**config.mk**
```make
export PLATFORM = sky130hd
export DESIGN_NAME = mwb_bridge
export DESIGN_NICKNAME = d
export VERILOG_FILES = /design/src/rtl/mwb_pkg.sv /design/src/rtl/mwb_host_regs.sv /design/src/rtl/mwb_target_port.sv /design/src/rtl/mwb_irq_ctrl.sv /design/src/rtl/mwb_window.sv /design/src/rtl/mwb_bridge.sv
export SDC_FILE = /design/constraint.sdc
export NUM_CORES = 1
export LEC_CHECK = 0
export BUFFER_PORTS_ARGS = -buffer_cell sky130_fd_sc_hd__buf_2
export CORE_AREA = 3 3 110 112
export CTS_CLUSTER_DIAMETER = 120
export CTS_CLUSTER_SIZE = 14
export DETAILED_ROUTE_END_ITERATION = 10
export DIE_AREA = 0 0 113 115
export PLACE_DENSITY = 0.62
export SKIP_CTS_REPAIR_TIMING = 1
export SLEW_MARGIN = 20
export SYNTH_ARGS = -nofsm -noshare
export SYNTH_HDL_FRONTEND = slang
export SYNTH_SLANG_ARGS = --single-unit
```
**constraint.sdc**
```tcl
create_clock -name clk -period 4.3 [get_ports clk]
set_input_delay 0.86 -clock clk [delete_from_list [all_inputs] [get_ports clk]]
set_output_delay 0.86 -clock clk [all_outputs]
set_load 0.02 [all_outputs]
```
**src/rtl/mwb_pkg.sv**
```systemverilog
package mwb_pkg;
  // host register offsets (low 12 bits of the host address)
  localparam logic [11:0] HOFS_ID     = 12'h000;
  localparam logic [11:0] HOFS_CTRL   = 12'h400;
  localparam logic [11:0] HOFS_DOWN   = 12'h800;
  localparam logic [11:0] HOFS_PAGE   = 12'hA00;
  localparam logic [11:0] HOFS_UPINT  = 12'hC00;
  localparam logic [11:0] HOFS_UPSYNC = 12'hE00;

  // target offsets relative to the target base
  localparam logic [11:0] TOFS_UPINT  = 12'h000;
  localparam logic [11:0] TOFS_UPSYNC = 12'h400;
  localparam logic [11:0] TOFS_DOWN   = 12'h800;

  localparam int CTRL_NMI_BIT = 2;
  localparam int CTRL_RST_BIT = 1;

  typedef enum logic [2:0] {
    HSEL_NONE, HSEL_ID, HSEL_CTRL, HSEL_DOWN, HSEL_PAGE, HSEL_UPINT, HSEL_UPSYNC
  } host_sel_e;

  function automatic host_sel_e decode_host(input logic [11:0] ofs);
    host_sel_e s;
    case (ofs[11:2])
      HOFS_ID[11:2]:     s = HSEL_ID;
      HOFS_CTRL[11:2]:   s = HSEL_CTRL;
      HOFS_DOWN[11:2]:   s = HSEL_DOWN;
      HOFS_PAGE[11:2]:   s = HSEL_PAGE;
      HOFS_UPINT[11:2]:  s = HSEL_UPINT;
      HOFS_UPSYNC[11:2]: s = HSEL_UPSYNC;
      default:           s = HSEL_NONE;
    endcase
    return s;
  endfunction
endpackage

```
**src/rtl/mwb_host_regs.sv**
```systemverilog
module mwb_host_regs
  import mwb_pkg::*;
#(
  parameter int DATA_W = 32,
  parameter int MSG_W = 6,
  parameter int PAGE_W = 4,
  parameter int WIN_AW = 20,
  parameter int ID_W = 8,
  parameter logic [ID_W-1:0] PRODUCT_ID = 8'h5E
) (
  input  logic              clk,
  input  logic              rst_n,
  input  logic              wr_en,
  input  logic              rd_en,
  input  host_sel_e         sel,
  input  logic [DATA_W-1:0] wdata,
  input  logic [MSG_W-1:0]  up_int_msg,
  input  logic [MSG_W-1:0]  up_sync_msg,
  output logic              rsp_valid,
  output logic [DATA_W-1:0] rsp_rdata,
  output logic [MSG_W-1:0]  down_msg,
  output logic [PAGE_W-1:0] page,
  output logic              nmi_pulse,
  output logic              rst_pulse,
  output logic              int_read
);
  logic ctrl_wr;
  logic [DATA_W-1:0] rd_mux;

  assign ctrl_wr  = wr_en && (sel == HSEL_CTRL);
  assign int_read = rd_en && (sel == HSEL_UPINT);

  always_comb begin
    case (sel)
      HSEL_ID:     rd_mux = DATA_W'(PRODUCT_ID);
      HSEL_DOWN:   rd_mux = DATA_W'(down_msg);
      HSEL_PAGE:   rd_mux = DATA_W'(page) << WIN_AW;
      HSEL_UPINT:  rd_mux = DATA_W'(up_int_msg);
      HSEL_UPSYNC: rd_mux = DATA_W'(up_sync_msg);
      default:     rd_mux = '0;
    endcase
  end

  always_ff @(posedge clk or negedge rst_n) begin
    if (!rst_n) begin
      down_msg  <= '0;
      page      <= '0;
      nmi_pulse <= 1'b0;
      rst_pulse <= 1'b0;
      rsp_valid <= 1'b0;
      rsp_rdata <= '0;
    end else begin
      nmi_pulse <= ctrl_wr && wdata[CTRL_NMI_BIT];
      rst_pulse <= ctrl_wr && wdata[CTRL_RST_BIT];
      if (wr_en && sel == HSEL_DOWN) down_msg <= wdata[MSG_W-1:0];
      if (wr_en && sel == HSEL_PAGE) page <= wdata[WIN_AW +: PAGE_W];
      rsp_valid <= rd_en;
      rsp_rdata <= rd_en ? rd_mux : '0;
    end
  end

  assert_nmi_cause_R3: assert property (@(posedge clk) disable iff (!rst_n)
    nmi_pulse |-> $past(wr_en && sel == HSEL_CTRL && wdata[CTRL_NMI_BIT]));
  assert_rst_cause_R3: assert property (@(posedge clk) disable iff (!rst_n)
    rst_pulse |-> $past(wr_en && sel == HSEL_CTRL && wdata[CTRL_RST_BIT]));
  assert_rd_latency_R10: assert property (@(posedge clk) disable iff (!rst_n)
    rd_en |=> rsp_valid);
endmodule

```
**src/rtl/mwb_target_port.sv**
```systemverilog
module mwb_target_port
  import mwb_pkg::*;
#(
  parameter int DATA_W = 32,
  parameter int MSG_W = 6,
  parameter int TGT_AW = 32,
  parameter logic [TGT_AW-1:0] TGT_BASE = 32'h1800_0000
) (
  input  logic              clk,
  input  logic              rst_n,
  input  logic              req_valid,
  input  logic              req_write,
  input  logic [TGT_AW-1:0] req_addr,
  input  logic [DATA_W-1:0] req_wdata,
  input  logic [MSG_W-1:0]  down_msg,
  output logic              rsp_valid,
  output logic [DATA_W-1:0] rsp_rdata,
  output logic [MSG_W-1:0]  up_int_msg,
  output logic [MSG_W-1:0]  up_sync_msg,
  output logic              int_post
);
  localparam int NUM_UP = 2;
  logic in_range;
  logic [11:0] ofs;
  logic [MSG_W-1:0] up_q [NUM_UP];
  logic [NUM_UP-1:0] post;

  assign in_range = req_addr[TGT_AW-1:12] == TGT_BASE[TGT_AW-1:12];
  assign ofs      = req_addr[11:0];

  for (genvar g = 0; g < NUM_UP; g++) begin : g_up
    localparam logic [11:0] CH_OFS = (g == 0) ? TOFS_UPINT : TOFS_UPSYNC;
    assign post[g] = req_valid && req_write && in_range && (ofs[11:2] == CH_OFS[11:2]);
    always_ff @(posedge clk or negedge rst_n) begin
      if (!rst_n) up_q[g] <= '0;
      else if (post[g]) up_q[g] <= req_wdata[MSG_W-1:0];
    end
  end

  assign up_int_msg  = up_q[0];
  assign up_sync_msg = up_q[1];
  assign int_post    = post[0];

  always_ff @(posedge clk or negedge rst_n) begin
    if (!rst_n) begin
      rsp_valid <= 1'b0;
      rsp_rdata <= '0;
    end else begin
      rsp_valid <= req_valid && !req_write;
      rsp_rdata <= (req_valid && !req_write && in_range && ofs[11:2] == TOFS_DOWN[11:2])
                   ? DATA_W'(down_msg) : '0;
    end
  end

  assert_rsp_width_R4: assert property (@(posedge clk) disable iff (!rst_n)
    rsp_valid |-> (rsp_rdata >> MSG_W) == '0);
  assert_sync_keeps_int_R12: assert property (@(posedge clk) disable iff (!rst_n)
    !post[0] |=> $stable(up_int_msg));
endmodule

```
**src/rtl/mwb_irq_ctrl.sv**
```systemverilog
module mwb_irq_ctrl (
  input  logic clk,
  input  logic rst_n,
  input  logic int_post,
  input  logic int_read,
  output logic irq
);
  always_ff @(posedge clk or negedge rst_n) begin
    if (!rst_n) irq <= 1'b0;
    else if (int_post) irq <= 1'b1;
    else if (int_read) irq <= 1'b0;
  end

  assert_irq_set_R6: assert property (@(posedge clk) disable iff (!rst_n)
    int_post |=> irq);
  assert_irq_hold_R7: assert property (@(posedge clk) disable iff (!rst_n)
    irq && !int_read |=> irq);
  assert_irq_clear_R7: assert property (@(posedge clk) disable iff (!rst_n)
    int_read && !int_post |=> !irq);
  assert_irq_quiet_R8: assert property (@(posedge clk) disable iff (!rst_n)
    !irq && !int_post |=> !irq);
endmodule

```
**src/rtl/mwb_window.sv**
```systemverilog
module mwb_window #(
  parameter int DATA_W = 32,
  parameter int PAGE_W = 4,
  parameter int WIN_AW = 20,
  localparam int DRAM_AW = PAGE_W + WIN_AW
) (
  input  logic               clk,
  input  logic               rst_n,
  input  logic               req_valid,
  input  logic               req_write,
  input  logic [WIN_AW-1:0]  req_ofs,
  input  logic [DATA_W-1:0]  req_wdata,
  input  logic [PAGE_W-1:0]  page,
  output logic               dram_req_valid,
  input  logic               dram_req_ready,
  output logic               dram_req_write,
  output logic [DRAM_AW-1:0] dram_req_addr,
  output logic [DATA_W-1:0]  dram_req_wdata,
  input  logic               dram_rsp_valid,
  input  logic [DATA_W-1:0]  dram_rsp_rdata,
  output logic               pend,
  output logic               rsp_valid,
  output logic [DATA_W-1:0]  rsp_rdata
);
  logic rd_accept;

  assign dram_req_valid = req_valid && !pend;
  assign dram_req_write = req_write;
  assign dram_req_addr  = {page, req_ofs};
  assign dram_req_wdata = req_wdata;
  assign rd_accept      = dram_req_valid && dram_req_ready && !req_write;

  always_ff @(posedge clk or negedge rst_n) begin
    if (!rst_n) pend <= 1'b0;
    else if (rd_accept) pend <= 1'b1;
    else if (dram_rsp_valid) pend <= 1'b0;
  end

  assign rsp_valid = pend && dram_rsp_valid;
  assign rsp_rdata = dram_rsp_rdata;

  assert_one_read_R10: assert property (@(posedge clk) disable iff (!rst_n)
    dram_req_valid && dram_req_ready && !dram_req_write |=> !dram_req_valid);
endmodule

```
**src/rtl/mwb_bridge.sv**
```systemverilog
module mwb_bridge
  import mwb_pkg::*;
#(
  parameter int DATA_W = 32,
  parameter int HOST_AW = 21,
  parameter int MSG_W = 6,
  parameter int PAGE_W = 4,
  parameter int WIN_AW = 20,
  parameter int ID_W = 8,
  parameter logic [ID_W-1:0] PRODUCT_ID = 8'h5E,
  parameter int TGT_AW = 32,
  parameter logic [TGT_AW-1:0] TGT_BASE = 32'h1800_0000,
  localparam int DRAM_AW = PAGE_W + WIN_AW
) (
  input  logic               clk,
  input  logic               rst_n,
  input  logic               host_req_valid,
  output logic               host_req_ready,
  input  logic               host_req_write,
  input  logic [HOST_AW-1:0] host_req_addr,
  input  logic [DATA_W-1:0]  host_req_wdata,
  output logic               host_rsp_valid,
  output logic [DATA_W-1:0]  host_rsp_rdata,
  output logic               host_irq,
  output logic               tgt_nmi_pulse,
  output logic               tgt_reset_pulse,
  input  logic               tgt_req_valid,
  output logic               tgt_req_ready,
  input  logic               tgt_req_write,
  input  logic [TGT_AW-1:0]  tgt_req_addr,
  input  logic [DATA_W-1:0]  tgt_req_wdata,
  output logic               tgt_rsp_valid,
  output logic [DATA_W-1:0]  tgt_rsp_rdata,
  output logic               dram_req_valid,
  input  logic               dram_req_ready,
  output logic               dram_req_write,
  output logic [DRAM_AW-1:0] dram_req_addr,
  output logic [DATA_W-1:0]  dram_req_wdata,
  input  logic               dram_rsp_valid,
  input  logic [DATA_W-1:0]  dram_rsp_rdata
);
  localparam int HI_W = HOST_AW - WIN_AW;

  logic win_hit, reg_hit, accept, reg_wr, reg_rd;
  logic win_pend, win_rsp_valid, reg_rsp_valid;
  logic [DATA_W-1:0] win_rsp_rdata, reg_rsp_rdata;
  logic [PAGE_W-1:0] page;
  logic [MSG_W-1:0] down_msg, up_int_msg, up_sync_msg;
  logic int_post, int_read;
  host_sel_e sel;

  assign win_hit = host_req_addr[HOST_AW-1:WIN_AW] == HI_W'(1);
  assign reg_hit = host_req_addr[HOST_AW-1:12] == '0;
  assign sel     = reg_hit ? decode_host(host_req_addr[11:0]) : HSEL_NONE;

  assign host_req_ready = !win_pend && (!win_hit || dram_req_ready);
  assign accept = host_req_valid && host_req_ready;
  assign reg_wr = accept && !win_hit && host_req_write;
  assign reg_rd = accept && !win_hit && !host_req_write;

  mwb_host_regs #(
    .DATA_W(DATA_W), .MSG_W(MSG_W), .PAGE_W(PAGE_W), .WIN_AW(WIN_AW),
    .ID_W(ID_W), .PRODUCT_ID(PRODUCT_ID)
  ) u_regs (
    .clk(clk), .rst_n(rst_n), .wr_en(reg_wr), .rd_en(reg_rd), .sel(sel),
    .wdata(host_req_wdata), .up_int_msg(up_int_msg), .up_sync_msg(up_sync_msg),
    .rsp_valid(reg_rsp_valid), .rsp_rdata(reg_rsp_rdata), .down_msg(down_msg),
    .page(page), .nmi_pulse(tgt_nmi_pulse), .rst_pulse(tgt_reset_pulse),
    .int_read(int_read)
  );

  assign tgt_req_ready = 1'b1;

  mwb_target_port #(
    .DATA_W(DATA_W), .MSG_W(MSG_W), .TGT_AW(TGT_AW), .TGT_BASE(TGT_BASE)
  ) u_tgt (
    .clk(clk), .rst_n(rst_n), .req_valid(tgt_req_valid), .req_write(tgt_req_write),
    .req_addr(tgt_req_addr), .req_wdata(tgt_req_wdata), .down_msg(down_msg),
    .rsp_valid(tgt_rsp_valid), .rsp_rdata(tgt_rsp_rdata),
    .up_int_msg(up_int_msg), .up_sync_msg(up_sync_msg), .int_post(int_post)
  );

  mwb_irq_ctrl u_irq (
    .clk(clk), .rst_n(rst_n), .int_post(int_post), .int_read(int_read), .irq(host_irq)
  );

  mwb_window #(
    .DATA_W(DATA_W), .PAGE_W(PAGE_W), .WIN_AW(WIN_AW)
  ) u_win (
    .clk(clk), .rst_n(rst_n), .req_valid(host_req_valid && win_hit),
    .req_write(host_req_write), .req_ofs(host_req_addr[WIN_AW-1:0]),
    .req_wdata(host_req_wdata), .page(page),
    .dram_req_valid(dram_req_valid), .dram_req_ready(dram_req_ready),
    .dram_req_write(dram_req_write), .dram_req_addr(dram_req_addr),
    .dram_req_wdata(dram_req_wdata), .dram_rsp_valid(dram_rsp_valid),
    .dram_rsp_rdata(dram_rsp_rdata), .pend(win_pend),
    .rsp_valid(win_rsp_valid), .rsp_rdata(win_rsp_rdata)
  );

  assign host_rsp_valid = reg_rsp_valid || win_rsp_valid;
  assign host_rsp_rdata = reg_rsp_valid ? reg_rsp_rdata : win_rsp_rdata;

  assert_dram_addr_R9: assert property (@(posedge clk) disable iff (!rst_n)
    dram_req_valid |-> dram_req_addr == {page, host_req_addr[WIN_AW-1:0]});
  assert_rsp_exclusive_R10: assert property (@(posedge clk) disable iff (!rst_n)
    !(reg_rsp_valid && win_rsp_valid));
  assert_undecoded_no_pulse_R11: assert property (@(posedge clk) disable iff (!rst_n)
    reg_wr && sel == HSEL_NONE |=> !tgt_nmi_pulse && !tgt_reset_pulse);
endmodule

```
==> impl_metrics.toml <==
[cts]
clock_latency_ns = 0.28
htree_num_levels = 2
path_clk_slew_ns = 0.06
cts_max_path_buffers = 2
cts_root_buffer = "clkbuf_16"
cts_tree = "done"
cts_made_buffers = 5
cts_sinks = 45

[run_status]
outcome = "finished clean"

[power_and_ir_drop]
ir_drop_mv = 0.177
power.total_w = 0.00113
p_leak_nw = 2.04
powerDensity_nw_per_um2 = 307

[routing]
wl_microns = 8550
ant_nets = 0
drt_iter0_drc = 122
first_pass_iters = 4
routedWlPerCell_microns = 15.3
num_vias = 2410
vias_per_cell = 4.33
drc = 0

[worst_setup_path]
path_buf_inv = 1
cp-start-kind = "primary input"
worstPathCellList = "buf_2 > nor3_1 > nand3b_4 > or2_4 > nor4b_4 > mux2_2"
end_kind = "flip-flop"
worstPathMaxFanout = 8
slowest_stage = "nor3_1"
crit_path_max_incr_delay_ns = 0.58
path_delay_family = "simple AND/OR/NAND/NOR gates"
arrival_ns = 3.01
critPathKind = "primary input to flip-flop"
crit_required_ns = 4.46

[yosys]
ys_top_cells_by_area = "dfrtp_1 (39%), buf_4 (21%), mux2_2 (13%)"
synth_compound_area_share_pct = 5.83
async_flop_share_pct = 100
synthFlopType = "dfrtp_1"
synthAdderAreaFrac_pct = 0
synth_mux_area_share_pct = 12.7
syn_inst = 285
syn_area_per_cell_sq_um = 10.2
yosysMostFrequentCell = "buf_4"
synth_cell_types = 41
ys_warn_count = 0
syn-cell-area_sq_um = 2920
synthXorXnorAreaFrac_pct = 0.600
synthSimpleGateAreaFrac_pct = 19.2
ys_top_cells_by_count = "buf_4 (80), dfrtp_1 (45), mux2_2 (33), nor2b_1 (22), nor2_1 (13)"
synth_top_area_share_pct = 38.6
synth.yosys.seq_area_share_pct = 38.6
ys_ff_latch = 45
synth_top_family_by_area = "buffers and inverters"
synth_edf_count = 0
yosys.area.top_type = "dfrtp_1"

[layout]
layout-drive-gt1-share_pct = 56.5
area_growth_pct = 25.9
layoutNonFillerInstCount = 557
nNetsFinal = 570
n_antenna_cell = 0

[die]
die_h_microns = 115
coreArea_sq_um = 11300
start_util_pct = 25.8
die_x_microns = 113
die_area_sq_um = 13000
ios = 286
rows = 39

[sta]
hold_violations = 0
finClkSkew_ns = 0.00623
period_needed_ns = 2.85
tns_ns = 0
rsz0062_at_grt = "no"
period_share_pct = 66.2
slew_headroom_pct = 39.2
setup-violations-final = 0
clock.fmax_mhz = 351
final-max-slew-violation-count = 0
worst_slew_pin_slew_ns = 0.900

[placed_design]
detailed_place_hpwl_microns = 7160
port_buffers = 182
gp_congestion = 0.799
dp_cells = 549

[grt]
overflow = 0
grt_max_degree = 46
antenna_found_initial = 0
grt_pass1_wl_microns = 12100
grt_pass1_vias = 2350
grtUsageTotal_pct = 12.0

[job]
cap_viol_max_count = 0

[min_path]
hp-class = "flip-flop to flip-flop"
-- worst reg2reg max path, cell delays in order (launching register included) --
cell       delay [ns]
dfrtp_1          0.41
nand2b_1         0.18
or3_2            0.51
nor4_2           0.65
o41ai_1          0.18
o2bb2ai_1        0.20
-- power breakdown --
group / leakage (nW) / switching, W / internal, W / total, W
clock: 0.0938 / 0.000156 / 0.000332 / 0.000488
sequential: 0.626 / 0.00000466 / 0.000425 / 0.000429
combinational: 1.32 / 0.000131 / 0.0000784 / 0.000209
-- layout make-up --
type                            count  area, sq um
Fill cell                        1196         7640
Timing Repair Buffer              183          921
Clock inverter                      3         65.1
Sequential cell                    45         1130
Multi-Input combinational cell    168         1220
Tap cell                          143          179
Clock buffer                        5          125
Inverter                           10         37.5
-- cell usage in the layout (no fill, tap or decap), drive strengths merged, types with 2 or more instances in the layout --
cell,n
nand2b,3
nor4b,3
a21o,2
a22o,2
nand3,6
nor2,13
buf,183
nor3,4
and2,7
o21ai,2
nand4,2
or3,2
nor4bb,2
nor2b,22
o22ai,2
bufinv,2
inv,10
clkbuf,5
o2bb2ai,4
and3,6
dfrtp,45
nand2,4
nor4,7
mux2,33
o41ai,5
conb,27
-- routing by layer --
metal	vias to the layer above	routed length (microns)	track usage, %	part of all wire, %
li1	1123	-	-	-
met1	1131	3520	15.3	41
met2	138	4200	20.8	49
met3	18	707	2.79	8.3
met4	0	114	2.64	1.3
met5	-	0	0	0
-- cell families after synthesis --
group,Yosys count
AOI/OAI and AO/OA,21
xor gates and xnor gates,2
buffers and inverters,97
DFF,45
muxes,33
other,2
and+or+nand+nor,85
-- flip-flops by register name, indices dropped and copies added (netlist names), 4 cells and up --
register and cells:
u_regs.page 4, u_regs.rsp_rdata 11, u_tgt.up_sync_msg 6, u_regs.down_msg 6, u_tgt.up_int_msg 6, u_tgt.rsp_rdata 6
-- through the flow --
| step | utilization, % | instance area, sq um | hold slack [ns] | setup WS, ns |
|---|---|---|---|---|
| floorplan | - | 3010 | 0.452 | 1.67 |
| global placement | 30.8 | 3480 | 0.489 | 1.19 |
| detailed placement | 30.8 | 3480 | 0.490 | 1.13 |
| CTS | 32.4 | 3670 | 0.513 | 1.43 |
| global route | 32.5 | 3680 | 0.527 | 1.31 |
| finish | 32.5 | 3680 | 0.509 | 1.45 |
-- final timing paths --
| kind | endpoint | cells past startpoint | slack (ns) | startpoint |
|---|---|---|---|---|
| min in group asynchronous | u_regs.rsp_rdata[3]$_DFF_PN0_ | 1 | 0.59 | rst_n |
| setup reg to reg | u_regs.rsp_rdata[2]$_DFF_PN0_ | 5 | 2.08 | u_win.pend$_DFFE_PN0P_ |
| hold reg to reg | u_regs.rsp_rdata[3]$_DFF_PN0_ | 1 | 0.51 | u_tgt.up_sync_msg[3]$_DFFE_PN0P_ |
| max in group asynchronous | u_regs.rsp_valid$_DFF_PN0_ | 1 | 3.30 | rst_n |
| setup / recovery | u_regs.down_msg[0]$_DFFE_PN0P_ | 6 | 1.45 | host_req_addr[3] |
| hold / removal | u_regs.rsp_rdata[3]$_DFF_PN0_ | 1 | 0.51 | u_tgt.up_sync_msg[3]$_DFFE_PN0P_ |
(Power assumes the default switching activity.)
